**src/rtl/ifqPkg.sv**
```systemverilog
package ifqPkg;
  localparam int ADDR_W    = 32;
  localparam int WORD_W    = 32;
  localparam int HALF_W    = 16;
  localparam int IFQ_DEPTH = 4;
  localparam int IFQ_PTR_W = $clog2(IFQ_DEPTH);
  localparam int IFQ_CNT_W = IFQ_PTR_W + 1;

  // strobes from control to datapath
  typedef struct packed {
    logic                 push;
    logic [IFQ_PTR_W-1:0] wrPtr;
    logic [IFQ_PTR_W-1:0] rdPtr;
    logic                 selUpper;
    logic                 romMode;
  } ifqStrobe_t;
endpackage

```
**src/rtl/ifqData.sv**
```systemverilog
module ifqData
  import ifqPkg::*;
(
  input  logic              clk,
  input  ifqStrobe_t        stb,
  input  logic [WORD_W-1:0] fillData,
  input  logic [WORD_W-1:0] romRdata,
  output logic [HALF_W-1:0] instData
);
  logic [WORD_W-1:0] qMem [IFQ_DEPTH];
  logic [WORD_W-1:0] srcWord;

  always_ff @(posedge clk) begin
    if (stb.push) qMem[stb.wrPtr] <= fillData;
  end

  always_comb begin
    srcWord  = stb.romMode ? romRdata : qMem[stb.rdPtr];
    instData = stb.selUpper ? srcWord[WORD_W-1:HALF_W] : srcWord[HALF_W-1:0];
  end
endmodule

```
**src/rtl/ifqCtrl.sv**
```systemverilog
module ifqCtrl
  import ifqPkg::*;
#(
  parameter logic [ADDR_W-1:0] ROM_BASE   = '0,
  parameter int                ROM_WORDS  = 4096,
  parameter logic [ADDR_W-1:0] RESET_ADDR = 32'h0001_0000
) (
  input  logic              clk,
  input  logic              rstN,
  input  logic              redirValid,
  input  logic [ADDR_W-1:0] redirAddr,
  input  logic              instReady,
  output logic              instValid,
  output logic [ADDR_W-1:0] instAddr,
  output logic              extReqValid,
  input  logic              extReqReady,
  output logic [ADDR_W-1:0] extReqAddr,
  input  logic              extRespValid,
  output logic [ADDR_W-1:0] romAddr,
  output ifqStrobe_t        stb
);
  localparam logic [ADDR_W-1:0]    ROM_BYTES = ADDR_W'(ROM_WORDS * 4);
  localparam logic [ADDR_W-1:0]    WORD_STEP = ADDR_W'(4);
  localparam logic [ADDR_W-1:0]    HALF_STEP = ADDR_W'(2);
  localparam logic [IFQ_CNT_W-1:0] FULL_CNT  = IFQ_CNT_W'(IFQ_DEPTH);

  function automatic logic inRom(input logic [ADDR_W-1:0] a);
    return (a - ROM_BASE) < ROM_BYTES;
  endfunction

  logic [ADDR_W-1:0]    pc, pfAddr;
  logic [IFQ_CNT_W-1:0] count, countNext;
  logic [IFQ_PTR_W-1:0] rdPtr, wrPtr;
  logic                 pending, stale;
  logic                 romMode, fire, popWord, push, accept, respTake;

  always_comb begin
    romMode     = inRom(pc);
    instValid   = !redirValid && (romMode || (count != '0));
    fire        = instValid && instReady;
    popWord     = fire && pc[1] && !romMode;
    respTake    = extRespValid && pending;
    push        = respTake && !stale && !redirValid;
    extReqValid = !redirValid && !pending && !inRom(pfAddr) && (count < FULL_CNT);
    accept      = extReqValid && extReqReady;
    extReqAddr  = pfAddr;
    instAddr    = pc;
    romAddr     = pc & ~ADDR_W'(3);
    stb.push     = push;
    stb.wrPtr    = wrPtr;
    stb.rdPtr    = rdPtr;
    stb.selUpper = pc[1];
    stb.romMode  = romMode;
    unique case ({push, popWord})
      2'b10:   countNext = count + 1'b1;
      2'b01:   countNext = count - 1'b1;
      default: countNext = count;
    endcase
  end

  always_ff @(posedge clk) begin
    if (!rstN) begin
      pc      <= RESET_ADDR & ~ADDR_W'(1);
      pfAddr  <= RESET_ADDR & ~ADDR_W'(3);
      count   <= '0;
      rdPtr   <= '0;
      wrPtr   <= '0;
      pending <= 1'b0;
      stale   <= 1'b0;
    end else if (redirValid) begin
      pc      <= redirAddr & ~ADDR_W'(1);
      pfAddr  <= redirAddr & ~ADDR_W'(3);
      count   <= '0;
      rdPtr   <= '0;
      wrPtr   <= '0;
      pending <= pending && !respTake;
      stale   <= pending && !respTake;
    end else begin
      count <= countNext;
      if (push)    wrPtr <= wrPtr + 1'b1;
      if (popWord) rdPtr <= rdPtr + 1'b1;
      if (fire)    pc <= pc + HALF_STEP;
      if (accept) begin
        pending <= 1'b1;
        pfAddr  <= pfAddr + WORD_STEP;
      end else begin
        if (respTake) begin
          pending <= 1'b0;
          stale   <= 1'b0;
        end
        if (romMode && fire && pc[1]) pfAddr <= pfAddr + WORD_STEP;
      end
    end
  end

  // queue occupancy never exceeds its depth
  p_no_overflow_r3: assert property (@(posedge clk) disable iff (!rstN)
    count <= FULL_CNT);

  // while fetching from ROM nothing sits in the queue
  p_rom_queue_empty_r5: assert property (@(posedge clk) disable iff (!rstN)
    romMode |-> (count == '0));

  // no second request while one is in flight
  p_single_req_r2: assert property (@(posedge clk) disable iff (!rstN)
    (extReqValid && extReqReady) |=> !extReqValid);

  // redirect empties the queue
  p_flush_r6: assert property (@(posedge clk) disable iff (!rstN)
    redirValid |=> (count == '0));

  // delivery restarts at the target halfword
  p_target_r7: assert property (@(posedge clk) disable iff (!rstN)
    redirValid |=> (instAddr == ($past(redirAddr) & ~ADDR_W'(1))));

  // a stale fill never adds a queue entry
  p_stale_drop_r8: assert property (@(posedge clk) disable iff (!rstN)
    (stale && extRespValid && !redirValid) |=> (count <= $past(count)));

  // a stalled halfword holds its address
  p_stall_hold_r9: assert property (@(posedge clk) disable iff (!rstN)
    (instValid && !instReady && !redirValid) |=> $stable(instAddr));
endmodule

```
**src/rtl/ifqUnit.sv**
```systemverilog
module ifqUnit
  import ifqPkg::*;
#(
  parameter logic [31:0] ROM_BASE   = 32'h0000_0000,
  parameter int          ROM_WORDS  = 4096,
  parameter logic [31:0] RESET_ADDR = 32'h0001_0000
) (
  input  logic        clk,
  input  logic        rstN,
  input  logic        redirValid,
  input  logic [31:0] redirAddr,
  output logic        instValid,
  input  logic        instReady,
  output logic [15:0] instData,
  output logic [31:0] instAddr,
  output logic        extReqValid,
  input  logic        extReqReady,
  output logic [31:0] extReqAddr,
  input  logic        extRespValid,
  input  logic [31:0] extRespData,
  output logic [31:0] romAddr,
  input  logic [31:0] romRdata
);
  ifqStrobe_t stb;

  ifqCtrl #(
    .ROM_BASE  (ROM_BASE),
    .ROM_WORDS (ROM_WORDS),
    .RESET_ADDR(RESET_ADDR)
  ) ctrl_i (
    .clk         (clk),
    .rstN        (rstN),
    .redirValid  (redirValid),
    .redirAddr   (redirAddr),
    .instReady   (instReady),
    .instValid   (instValid),
    .instAddr    (instAddr),
    .extReqValid (extReqValid),
    .extReqReady (extReqReady),
    .extReqAddr  (extReqAddr),
    .extRespValid(extRespValid),
    .romAddr     (romAddr),
    .stb         (stb)
  );

  ifqData data_i (
    .clk     (clk),
    .stb     (stb),
    .fillData(extRespData),
    .romRdata(romRdata),
    .instData(instData)
  );
endmodule

```
**config.mk**
```make
export PLATFORM = sky130hd
export DESIGN_NAME = ifqUnit
export DESIGN_NICKNAME = d
export VERILOG_FILES = /design/src/rtl/ifqPkg.sv /design/src/rtl/ifqData.sv /design/src/rtl/ifqCtrl.sv /design/src/rtl/ifqUnit.sv
export SDC_FILE = /design/constraint.sdc
export NUM_CORES = 1
export LEC_CHECK = 0
export ABC_AREA = 1
export BUFFER_PORTS_ARGS = -buffer_cell sky130_fd_sc_hd__buf_2
export CORE_MARGIN = 4
export CORE_UTILIZATION = 44
export CTS_BUF_LIST = sky130_fd_sc_hd__clkbuf_4 sky130_fd_sc_hd__clkbuf_8 sky130_fd_sc_hd__clkbuf_16
export DETAILED_ROUTE_END_ITERATION = 8
export GPL_TIMING_DRIVEN = 0
export MAX_ROUTING_LAYER = met4
export PLACE_DENSITY = 0.63
export SLEW_MARGIN = 20
export SYNTH_ARGS = -nofsm -noshare
export SYNTH_HDL_FRONTEND = slang
export SYNTH_SLANG_ARGS = --single-unit
```
**constraint.sdc**
```tcl
create_clock -name clk -period 5.9 [get_ports clk]
set_input_delay 1.77 -clock clk [delete_from_list [all_inputs] [get_ports clk]]
set_output_delay 1.77 -clock clk [all_outputs]
set_load 0.02 [all_outputs]
```
* After elaboration in Yosys (flattened, before gate mapping) *
Memory sizes are Yosys's and may differ from the RTL's. A register that Yosys moved wholly into a read port is not among the register bits.
Index checks and enable logic that the tools add are counted.

storage, ports and cells
  input bits = 102
  flip-flop bits (word level) = 73
  memories kept = 1
  bits in writable memories = 128
  word-level logic and storage cells = 70
  output and inout bits = 114

memories
  memory       words  width  read ports  clocked after memory_dff  write ports  line           source
  data_i.qMem  4      32     1           1                         1            ifqData.sv:10  logic [WORD_W-1:0] qMem [IFQ_DEPTH];

operators by class
  add/subtract/negate cells = 6
  mux-type cells = 17
  $lt $le $gt $ge = 3
  eq/ne operators = 3
  bitwise logic cells = 1
  reductions and logical operators = 30

operator list
  kind                   count
  $mux 32                6
  $lt 32x15->1 const B   2
  $add 32x2->32 const B  1
  $add 32x3->32 const B  1
  $mux 16                1
  $logic_and 1x1->1      14
  $reduce_bool 3->1      3
  $reduce_bool 2->1      4
  $mux 1                 7
  $logic_not 1->1        6
  $pmux 3 s2             1
  $add 2x1->2 const B    2
  $mux 2                 2
  $add 3x1->3 const B    1
  $lt 3x3->1 const B     1
  $sub 3x1->3 const B    1
  $eq 2x1->1 const B     1
  $eq 2x2->1 const B     1
  $ne 2x2->1 const B     1
  $reduce_and 2->1       1
  $reduce_or 2->1        1
  $logic_or 1x1->1       1
  $not 1->1              1

* Longest topological paths before layout *
Gate-level depths: netlist of run 1.

  word-level depth = 9
  mapped depth = 15
  depth with buffers taken out = 14

* By module *
A second synthesis of run 1 with hierarchy kept.

second synthesis, totals
  cells, all modules = 1470
  area total of the unflattened synthesis = 10911.7 um2

modules (own cells, without submodules)
  module   cells each  area an instance (um2)  instances
  ifqData  536         5549.1                  1
  ifqCtrl  934         5362.6                  1

* Least setup slack after synthesis of run 1 *
No wires, ideal clock.

  kind = input port to output port
  start point = input redirValid
  end point = output instValid
  data required time = 4.130 ns
  cell stages on the path = 6
  arrival time = 2.680 ns
  slack = 1.450 ns
  cells stage by stage = buf_2 inv_1 buf_2 buf_2 nand2_1 inv_1

on the way
  longest elaborated chain between the ends = 2

RTL lines
  item               line           source
  from (decl)        ifqUnit.sv:10  input logic redirValid,
  $logic_not 1->1    ifqCtrl.sv:39  instValid = !redirValid && (romMode || (count != '0));
  $logic_and 1x1->1  ifqCtrl.sv:39
  to (decl)          ifqUnit.sv:12  output logic instValid,

Every way passes these cells.

* Worst setup path in the final report of run 1 *
Ends and elaborated chain as after synthesis.

==> results.cfg, run 1 <==
[run_status]
status = complete, no violations

[timing]
worst_pin_slew_ps = 831
finalHoldViolCount = 0
final-max-slew-violation-count = 0
fin_skew_ps = 18.9
timing.final.crit_share_pct = 86.0
max_freq_mhz = 197
fin_setup_tns_ps = 0
min_period_ps = 5080
slew_headroom_pct = 44.4
setup_ws_ps = 824
rsz0062_at_grt = false
setup_viol = 0

[clock_tree]
numCtsBuffers = 17
clockBufferDepth = 2
cts_tree = built
clockRootBuffer = clkbuf_16
worstSkewPairLatency_ps = 450
cts-resized-gates = 0
cts_setup_buffers = 0
clk_pin_slew_ps = 80
ctsHoldBuffers = 0
clock_sinks = 200
htreeDepth = 4

[power_and_ir_drop]
p_sw_share_pct = 29.3
p_seq_share_pct = 49.5
ir_drop_mv = 0.200
power_frac_comb_pct = 13.2
switchingPower_uw = 928
leakagePower_uw = 0.00536
powerDensity_nw_per_um2 = 245
intPower_uw = 2240
clkPwrFrac_pct = 37.3

[cells_and_area]
area_growth_pct = 20.4
fillers = 2295
nets = 1680
drive_gt1_share_pct = 21.5
final_core_util_pct = 54.4

[yosys]
ys.flop_type = edfxtp_1
yosysSeqAreaShare_pct = 49.3
yosysTopAreaCell = edfxtp_1
synth_area_leaders = edfxtp_1 36%, dfxtp_1 13%, nand2_1 12%
synth_most_common_cell = nand2_1
synth_edf_count = 128
ys_ff_latch = 200
synth_common_cells = 345 x nand2_1, 245 x nor2_1, 128 x edfxtp_1, 91 x o21ai_0, 86 x inv_1
yosysTopAreaCellShare_pct = 35.8
yosysUniqueCellTypes = 42
synthArstFlopShare_pct = 0
synthesis.area_um2 = 10700
yosys_warnings = 0
syn-instance-count = 1335
synth_area_per_cell_um2 = 8.03

[drt]
drt-initial-drc-count = 800
wl_um = 34200
drc = 0
vias = 10000
wire_per_inst_um = 18.0
avgViaCountPerCell = 5.27
dr.pass1.iters = 6
antenna_left = 0

[worst_setup_path]
worstSetupPathType = in2out
required_ps = 4130
arrival_ps = 3310
start_kind = input port
worstSetupEndpointType = output port
cp_max_fo = 10

[global_routing]
grt_remaining_overflow = 0
top_usage_layer = met2
grt_util_met3_pct = 4.47
grt_max_degree = 23
grt_usage_pct = 25.9
antenna_found_initial = 2
grt_pass1_vias = 9346
grt_pass1_wl_um = 51800
met2_usage_pct = 38.5
grt_use_met1_pct = 36.7

[die]
initial_core_util_pct = 45.1
rows = 56
design.core.area_um2 = 23800
num_io_pins = 216
die_w_um = 164
die-area_um2 = 26900
die_h_um = 164

[run]
maxCapViolations = 0

[worst_hold_path]
min_path_type = reg2reg

[placed_design]
dp_hpwl_um = 25700
portBuffers = 208
gp_congestion = 0.973
pre_cts_slack_ps = 856
## worst paths after layout
kind / slack (ps) / to / depth (start not counted) / start
hold / removal: 490 / ctrl_i.count[0] / 1 / ctrl_i.count[0]
hold reg to reg: 490 / ctrl_i.count[0] / 1 / ctrl_i.count[0]
setup reg to reg: 3240 / ctrl_i.count[2] / 15 / ctrl_i.instAddr[17]
setup / recovery: 820 / instValid / 8 / redirValid
## metrics by stage
stage | area [µm²] | hold WS (ps) | total power (µW) | cells
after floorplan | 10700 | 444 | 1840 | 1339
after global placement | 12200 | 458 | 2010 | 1866
after detailed placement | 12300 | 473 | 2010 | 1870
after CTS | 12900 | 490 | 3180 | 1902
after global routing | 12900 | 510 | 3290 | 1904
final | 12900 | 490 | 3170 | 1904
## layer usage
layer	wire (µm)	share of wire, %	up-vias
met5	0	0	-
met4	686	2.0	0
met3	2550	7.4	45
met2	15700	46	366
met1	15300	45	4766
li1	-	-	4866
## state kept, by name, indices dropped and copies added, names as in the netlist, named ones only
register           cells
ctrl_i.rdPtr           2
ctrl_i.count           3
ctrl_i.wrPtr           2
ctrl_i.stale           1
ctrl_i.instAddr       31
ctrl_i.extReqAddr     30
ctrl_i.pending         1
data_i.qMem          128
## cell usage in the layout, fill, tap and decap left out, types with 3 or more instances in the layout
master,instances
inv_6,3
o21ai_0,91
dfxtp_1,72
nand2_2,3
buf_4,40
buf_16,3
conb_1,5
nor3_1,9
clkbuf_16,17
clkbuf_1,25
or2_2,3
nor2_1,241
o211ai_1,8
ha_1,7
o221ai_1,13
inv_8,5
inv_2,4
o21ai_1,5
xor2_1,15
nand3b_1,8
nand4_1,8
o32ai_1,7
edfxtp_1,128
buf_1,3
nand3_2,9
o22ai_1,20
inv_1,86
nand2_1,345
nand3_1,72
clkinv_8,4
mux2i_1,25
buf_2,233
xnor2_1,5
buf_6,4
a21oi_1,32
nor2_4,6
## area by class of cell
class	instances	area, µm²	area share (%)
Inverter	92	347	2.68
Clock inverter	15	168	1.30
Clock buffer	17	425	3.30
Timing Repair Buffer	212	1140	8.86
Sequential cell	200	5290	40.9
Buffer	97	576	4.46
Tap cell	319	399	3.09
Multi-Input combinational cell	950	4560	35.3
Antenna cell	2	5.00	0.0388
## critical path, stage by stage
cell,delay [ps]
buf_2,110
buf_2,180
inv_1,250
buf_2,290
buf_2,280
nand2_1,170
inv_1,90
buf_2,160
## power by group through the flow
stage / Sequential [µW] / Combinational, µW / Clock [µW]
after global routing: 1570 / 461 / 1260
after CTS: 1570 / 416 / 1200
after detailed placement: 1600 / 414 / 0
after floorplan: 1620 / 224 / 0
final: 1570 / 418 / 1180
after global placement: 1600 / 408 / 0
## cells by family after synthesis
group                    Yosys count  synth area share, %
flip-flops                       200                 49.3
XOR/XNOR                          20                 1.63
other                              1               0.0350
adder cells (fa/ha/maj)            8                 1.00
AND/OR/NAND/NOR                  709                 27.3
buffers and inverters            189                 8.60
multiplexers                      25                 2.33
AO/OA/AOI/OAI                    183                 9.82
Power figures use the tool's default switching activity.
==> run 2: changes to the inputs <==
--- a/config.mk
+++ b/config.mk
@@ -7,7 +7,7 @@
 export LEC_CHECK = 0
 export ABC_AREA = 1
 export BUFFER_PORTS_ARGS = -buffer_cell sky130_fd_sc_hd__buf_2
-export CORE_MARGIN = 4
+export CORE_MARGIN = 5
 export CORE_UTILIZATION = 44
 export CTS_BUF_LIST = sky130_fd_sc_hd__clkbuf_4 sky130_fd_sc_hd__clkbuf_8 sky130_fd_sc_hd__clkbuf_16
 export DETAILED_ROUTE_END_ITERATION = 8
==> run 2 against run 1 <==
Net effect: non-clock buffer count is the same; hold slack gained 17 ps; routed wire length shrank 0.50%; first-iteration DRC count grew 19%; core utilization shrank 0.78 points; via count shrank 0.98%; sequential power is essentially flat; fmax grew 0.83%; total power grew 1.6%; clock-buffer cell count is the same.
==> results.cfg, run 2 (synthesized netlist as in run 1, its figures left out) <==
[timing]
fin_setup_tns_ps = 0
min_period_ps = 5030
rsz0062_at_grt = false
final-max-slew-violation-count = 0
setup_viol = 0
worst_pin_slew_ps = 941
finalHoldViolCount = 0
whs_ps = 507
fin_skew_ps = 13.7
max_freq_mhz = 199
slew_headroom_pct = 37.0
timing.final.crit_share_pct = 85.3

[worst_setup_path]
worstSetupPathType = in2out
setup.worst_path.start = redirValid
worstSetupEndpointType = output port
required_ps = 4130
start_kind = input port
cp_max_fo = 10
arrival_ps = 3260
timing.rr.start = ctrl_i.instAddr[17]

[die]
num_io_pins = 216
die_w_um = 166
die_h_um = 166
initial_core_util_pct = 44.4
die-area_um2 = 27600
design.core.area_um2 = 24200
rows = 57

[placed_design]
dp_hpwl_um = 25800
placed_area_um2 = 12300
portBuffers = 208
dp_cells = 1875
gp_congestion = 0.951

[clock_tree]
cts_setup_buffers = 0
clockBufferDepth = 2
numCtsBuffers = 17
ctsHoldBuffers = 0
worstSkewPairLatency_ps = 450
htreeDepth = 4
cts_tree = built
clock_sinks = 200
clk_pin_slew_ps = 80
cts-resized-gates = 0
clockRootBuffer = clkbuf_16

[cells_and_area]
largest_register_ffs = 128
multiInputGateArea_um2 = 4560
seq_area_um2 = 5290
area_growth_pct = 20.8
fillers = 2338
nets = 1680
stdcell_area_um2 = 13000
drive_gt1_share_pct = 21.6
final_core_util_pct = 53.6
regMostFlops = data_i.qMem
final_cell_count_no_fill = 1912
final_common_cell = nand2_1
layout_common_cells = 345 x nand2_1, 241 x nor2_1, 233 x buf_2

[drt]
wire_per_inst_um = 17.8
dr.max_layer_used = met4
avgViaCountPerCell = 5.20
vias = 9945
wl_met3_um = 2630
route.met2.wl_um = 15500
m1WireLength_um = 15300
dr.pass1.iters = 8
drc = 0
drt-initial-drc-count = 954
wl_um = 34100
antenna_left = 0

[global_routing]
grt_usage_pct = 24.6
grt_remaining_overflow = 0
antenna_found_initial = 5
grt_max_degree = 24
grt_pass1_vias = 9181
grt_pass1_wl_um = 51700

[power_and_ir_drop]
leakagePower_uw = 0.00537
ir_drop_mv = 0.206
powerDensity_nw_per_um2 = 249

[worst_hold_path]
hp-start = ctrl_i.pending
min_path_type = reg2reg

[run_status]
status = complete, no violations

[run]
maxCapViolations = 0
-- run 2: metrics by stage --
stage                     setup slack, ps  total power, µW
after floorplan                      1450             1840
after global placement                436             2010
after detailed placement              888             2010
after CTS                             880             3230
after global routing                  744             3340
final                                 865             3220
-- run 2: cell type report --
class | count | share of cell area (%)
multi-input cells | 950 | 35.2
repair buffers | 212 | 8.79
clock buffers | 17 | 3.28
clock inverters | 15 | 1.55
well taps | 324 | 3.13
plain buffers | 97 | 4.44
inverters | 92 | 2.68
diodes | 5 | 0.0966
flip-flops and latches | 200 | 40.8
-- run 2: per-layer routing --
metal | up-vias | track usage [%]
met1 | 4679 | 33.9
met5 | - | -
met2 | 355 | 37.7
li1 | 4870 | -
met4 | 0 | 6.71
met3 | 41 | 4.24
-- run 2: critical path, stage by stage --
cell	delay (ps)
buf_2	110
buf_2	180
inv_1	260
buf_2	310
buf_2	300
nand2_1	120
inv_1	60
buf_2	160
-- run 2: report_power, final --
| part | switching [µW] | internal [µW] |
|---|---|---|
| clock network | 642 | 592 |
| logic | 268 | 149 |
| registers | 50.5 | 1520 |
-- run 2: path summary, 6_finish.rpt --
| kind | to | slack [ps] | depth (start not counted) |
|---|---|---|---|
| worst max register to register | ctrl_i.count[2] | 3330 | 15 |
| worst max-delay path | instValid | 870 | 8 |
| worst min register to register | ctrl_i.pending | 510 | 2 |
| worst min-delay path | ctrl_i.pending | 510 | 2 |
==> run 3: changes to the inputs <==
--- a/config.mk
+++ b/config.mk
@@ -8,12 +8,12 @@
 export ABC_AREA = 1
 export BUFFER_PORTS_ARGS = -buffer_cell sky130_fd_sc_hd__buf_2
 export CORE_MARGIN = 5
-export CORE_UTILIZATION = 44
+export CORE_UTILIZATION = 38
 export CTS_BUF_LIST = sky130_fd_sc_hd__clkbuf_4 sky130_fd_sc_hd__clkbuf_8 sky130_fd_sc_hd__clkbuf_16
 export DETAILED_ROUTE_END_ITERATION = 8
 export GPL_TIMING_DRIVEN = 0
 export MAX_ROUTING_LAYER = met4
-export PLACE_DENSITY = 0.63
+export PLACE_DENSITY = 0.56
 export SLEW_MARGIN = 20
 export SYNTH_ARGS = -nofsm -noshare
 export SYNTH_HDL_FRONTEND = slang
==> run 3 against run 2 <==
Net effect: clock skew about the same; via count up 0.82%; hold slack worse by 18 ps; die area up 15%; sequential power about the same; register-to-register slack about the same; final cell count up 2.8%; non-clock buffer count unchanged; critical path depth unchanged; first-iteration DRC count down 9.6%; design area up 0.91%; routed wire length up 4.0%.
==> results.cfg, run 3 (synthesized netlist as in run 1, its figures left out) <==
[timing]
fin_setup_tns_ps = 0
timing.final.crit_share_pct = 85.6
rsz0062_at_grt = false
final-max-slew-violation-count = 0
finalHoldViolCount = 0
fin_skew_ps = 13.6
slew_headroom_pct = 50.1
setup_ws_ps = 847
min_period_ps = 5050
worst_pin_slew_ps = 746
setup_viol = 0
max_freq_mhz = 198

[clock_tree]
worstSkewPairLatency_ps = 450
numCtsBuffers = 17
clockRootBuffer = clkbuf_16
cts-resized-gates = 0
htreeDepth = 4
cts_tree = built
clockBufferDepth = 2
cts_setup_buffers = 0
clk_pin_slew_ps = 80
ctsHoldBuffers = 0
clock_sinks = 200

[placed_design]
dp_cells = 1929
gp_congestion = 0.978
placed_area_um2 = 12400
portBuffers = 208
pre_cts_slack_ps = 814
dp_hpwl_um = 26800

[power_and_ir_drop]
ir_drop_mv = 0.152
leakagePower_uw = 0.00539
powerDensity_nw_per_um2 = 252

[drt]
vias = 10000
drt-initial-drc-count = 862
dr.pass1.iters = 6
drc = 0
avgViaCountPerCell = 5.10
antenna_left = 0
wire_per_inst_um = 18.0
wl_um = 35400

[worst_setup_path]
timing.rr.start = ctrl_i.instAddr[24]
arrival_ps = 3280
reg2reg_depth = 14
worstSetupEndpointType = output port
start_kind = input port
cp_max_fo = 10
reg2reg_slack_ps = 3340
required_ps = 4130
worstSetupPathType = in2out
rr_endpoint = ctrl_i.count[2]

[die]
design.core.area_um2 = 27900
num_io_pins = 216
die-area_um2 = 31700
die_h_um = 178
die_w_um = 178
initial_core_util_pct = 38.5
rows = 61

[global_routing]
grt_pass1_vias = 9144
grt_max_degree = 25
grt_pass1_wl_um = 53000
grt_remaining_overflow = 0
antenna_found_initial = 3
grt_usage_pct = 22.6

[worst_hold_path]
hp-start = ctrl_i.count[0]
hold_depth = 1
min_path_type = reg2reg
hold_path_end = ctrl_i.count[0]

[cells_and_area]
regMostFlops = data_i.qMem
drive_gt1_share_pct = 21.6
stdcell_area_um2 = 13100
area_growth_pct = 21.9
final_core_util_pct = 46.9
largest_register_ffs = 128
final_common_cell = nand2_1
nets = 1680
final_cell_count_no_fill = 1965
layout_common_cells = 345 x nand2_1, 241 x nor2_1, 233 x buf_2

[run_status]
status = complete, no violations

[run]
maxCapViolations = 0
-- run 3: metal layers --
layer  vias to the layer above  GRT usage, %  routed length (µm)
li1                       4877             -                   -
met1                      4755          32.6               16500
met2                       348          33.7               15900
met3                        47          2.99                2420
met4                         0          5.83                 631
met5                         -             -                   0
-- run 3: metrics by stage --
stage,power (µW),hold slack (ps)
after global placement,2010,465
after detailed placement,2020,475
after floorplan,1840,444
after global routing,3420,509
after CTS,3310,484
final,3290,489
-- run 3: layout make-up --
type                       count  area [µm²]
antenna                        4        10.0
buffer                        97         576
clock buffer                  17         425
clock inverter                15         240
fill                        2830       14800
inverter                      92         347
multi-input combinational    950        4560
sequential                   200        5290
tap                          378         473
timing repair buffer         212        1150
-- run 3: critical path, cell delays in order --
cell,delay [ps]
buf_2,100
buf_2,170
inv_1,270
buf_2,330
buf_2,300
nand2_1,120
inv_1,60
buf_2,150
-- run 3: worst max-delay path by stage --
stage | start | slack (ps) | to | cells after the start
2_1_floorplan | redirValid | 1450 | instValid | 6
3_3_place_gp | redirValid | 310 | data_i.qMem[1][27] | 5
3_5_place_dp | redirValid | 810 | instValid | 8
4_1_cts | redirValid | 810 | instValid | 8
5_1_grt | redirValid | 690 | instValid | 8
6_report | redirValid | 850 | instValid | 8
-- run 3: report_power, final --
part           leakage, µW  internal, µW  total (µW)  switching [µW]
clock network     0.000319           642        1300             660
logic              0.00333           149         418             269
registers          0.00174          1520        1570            52.3
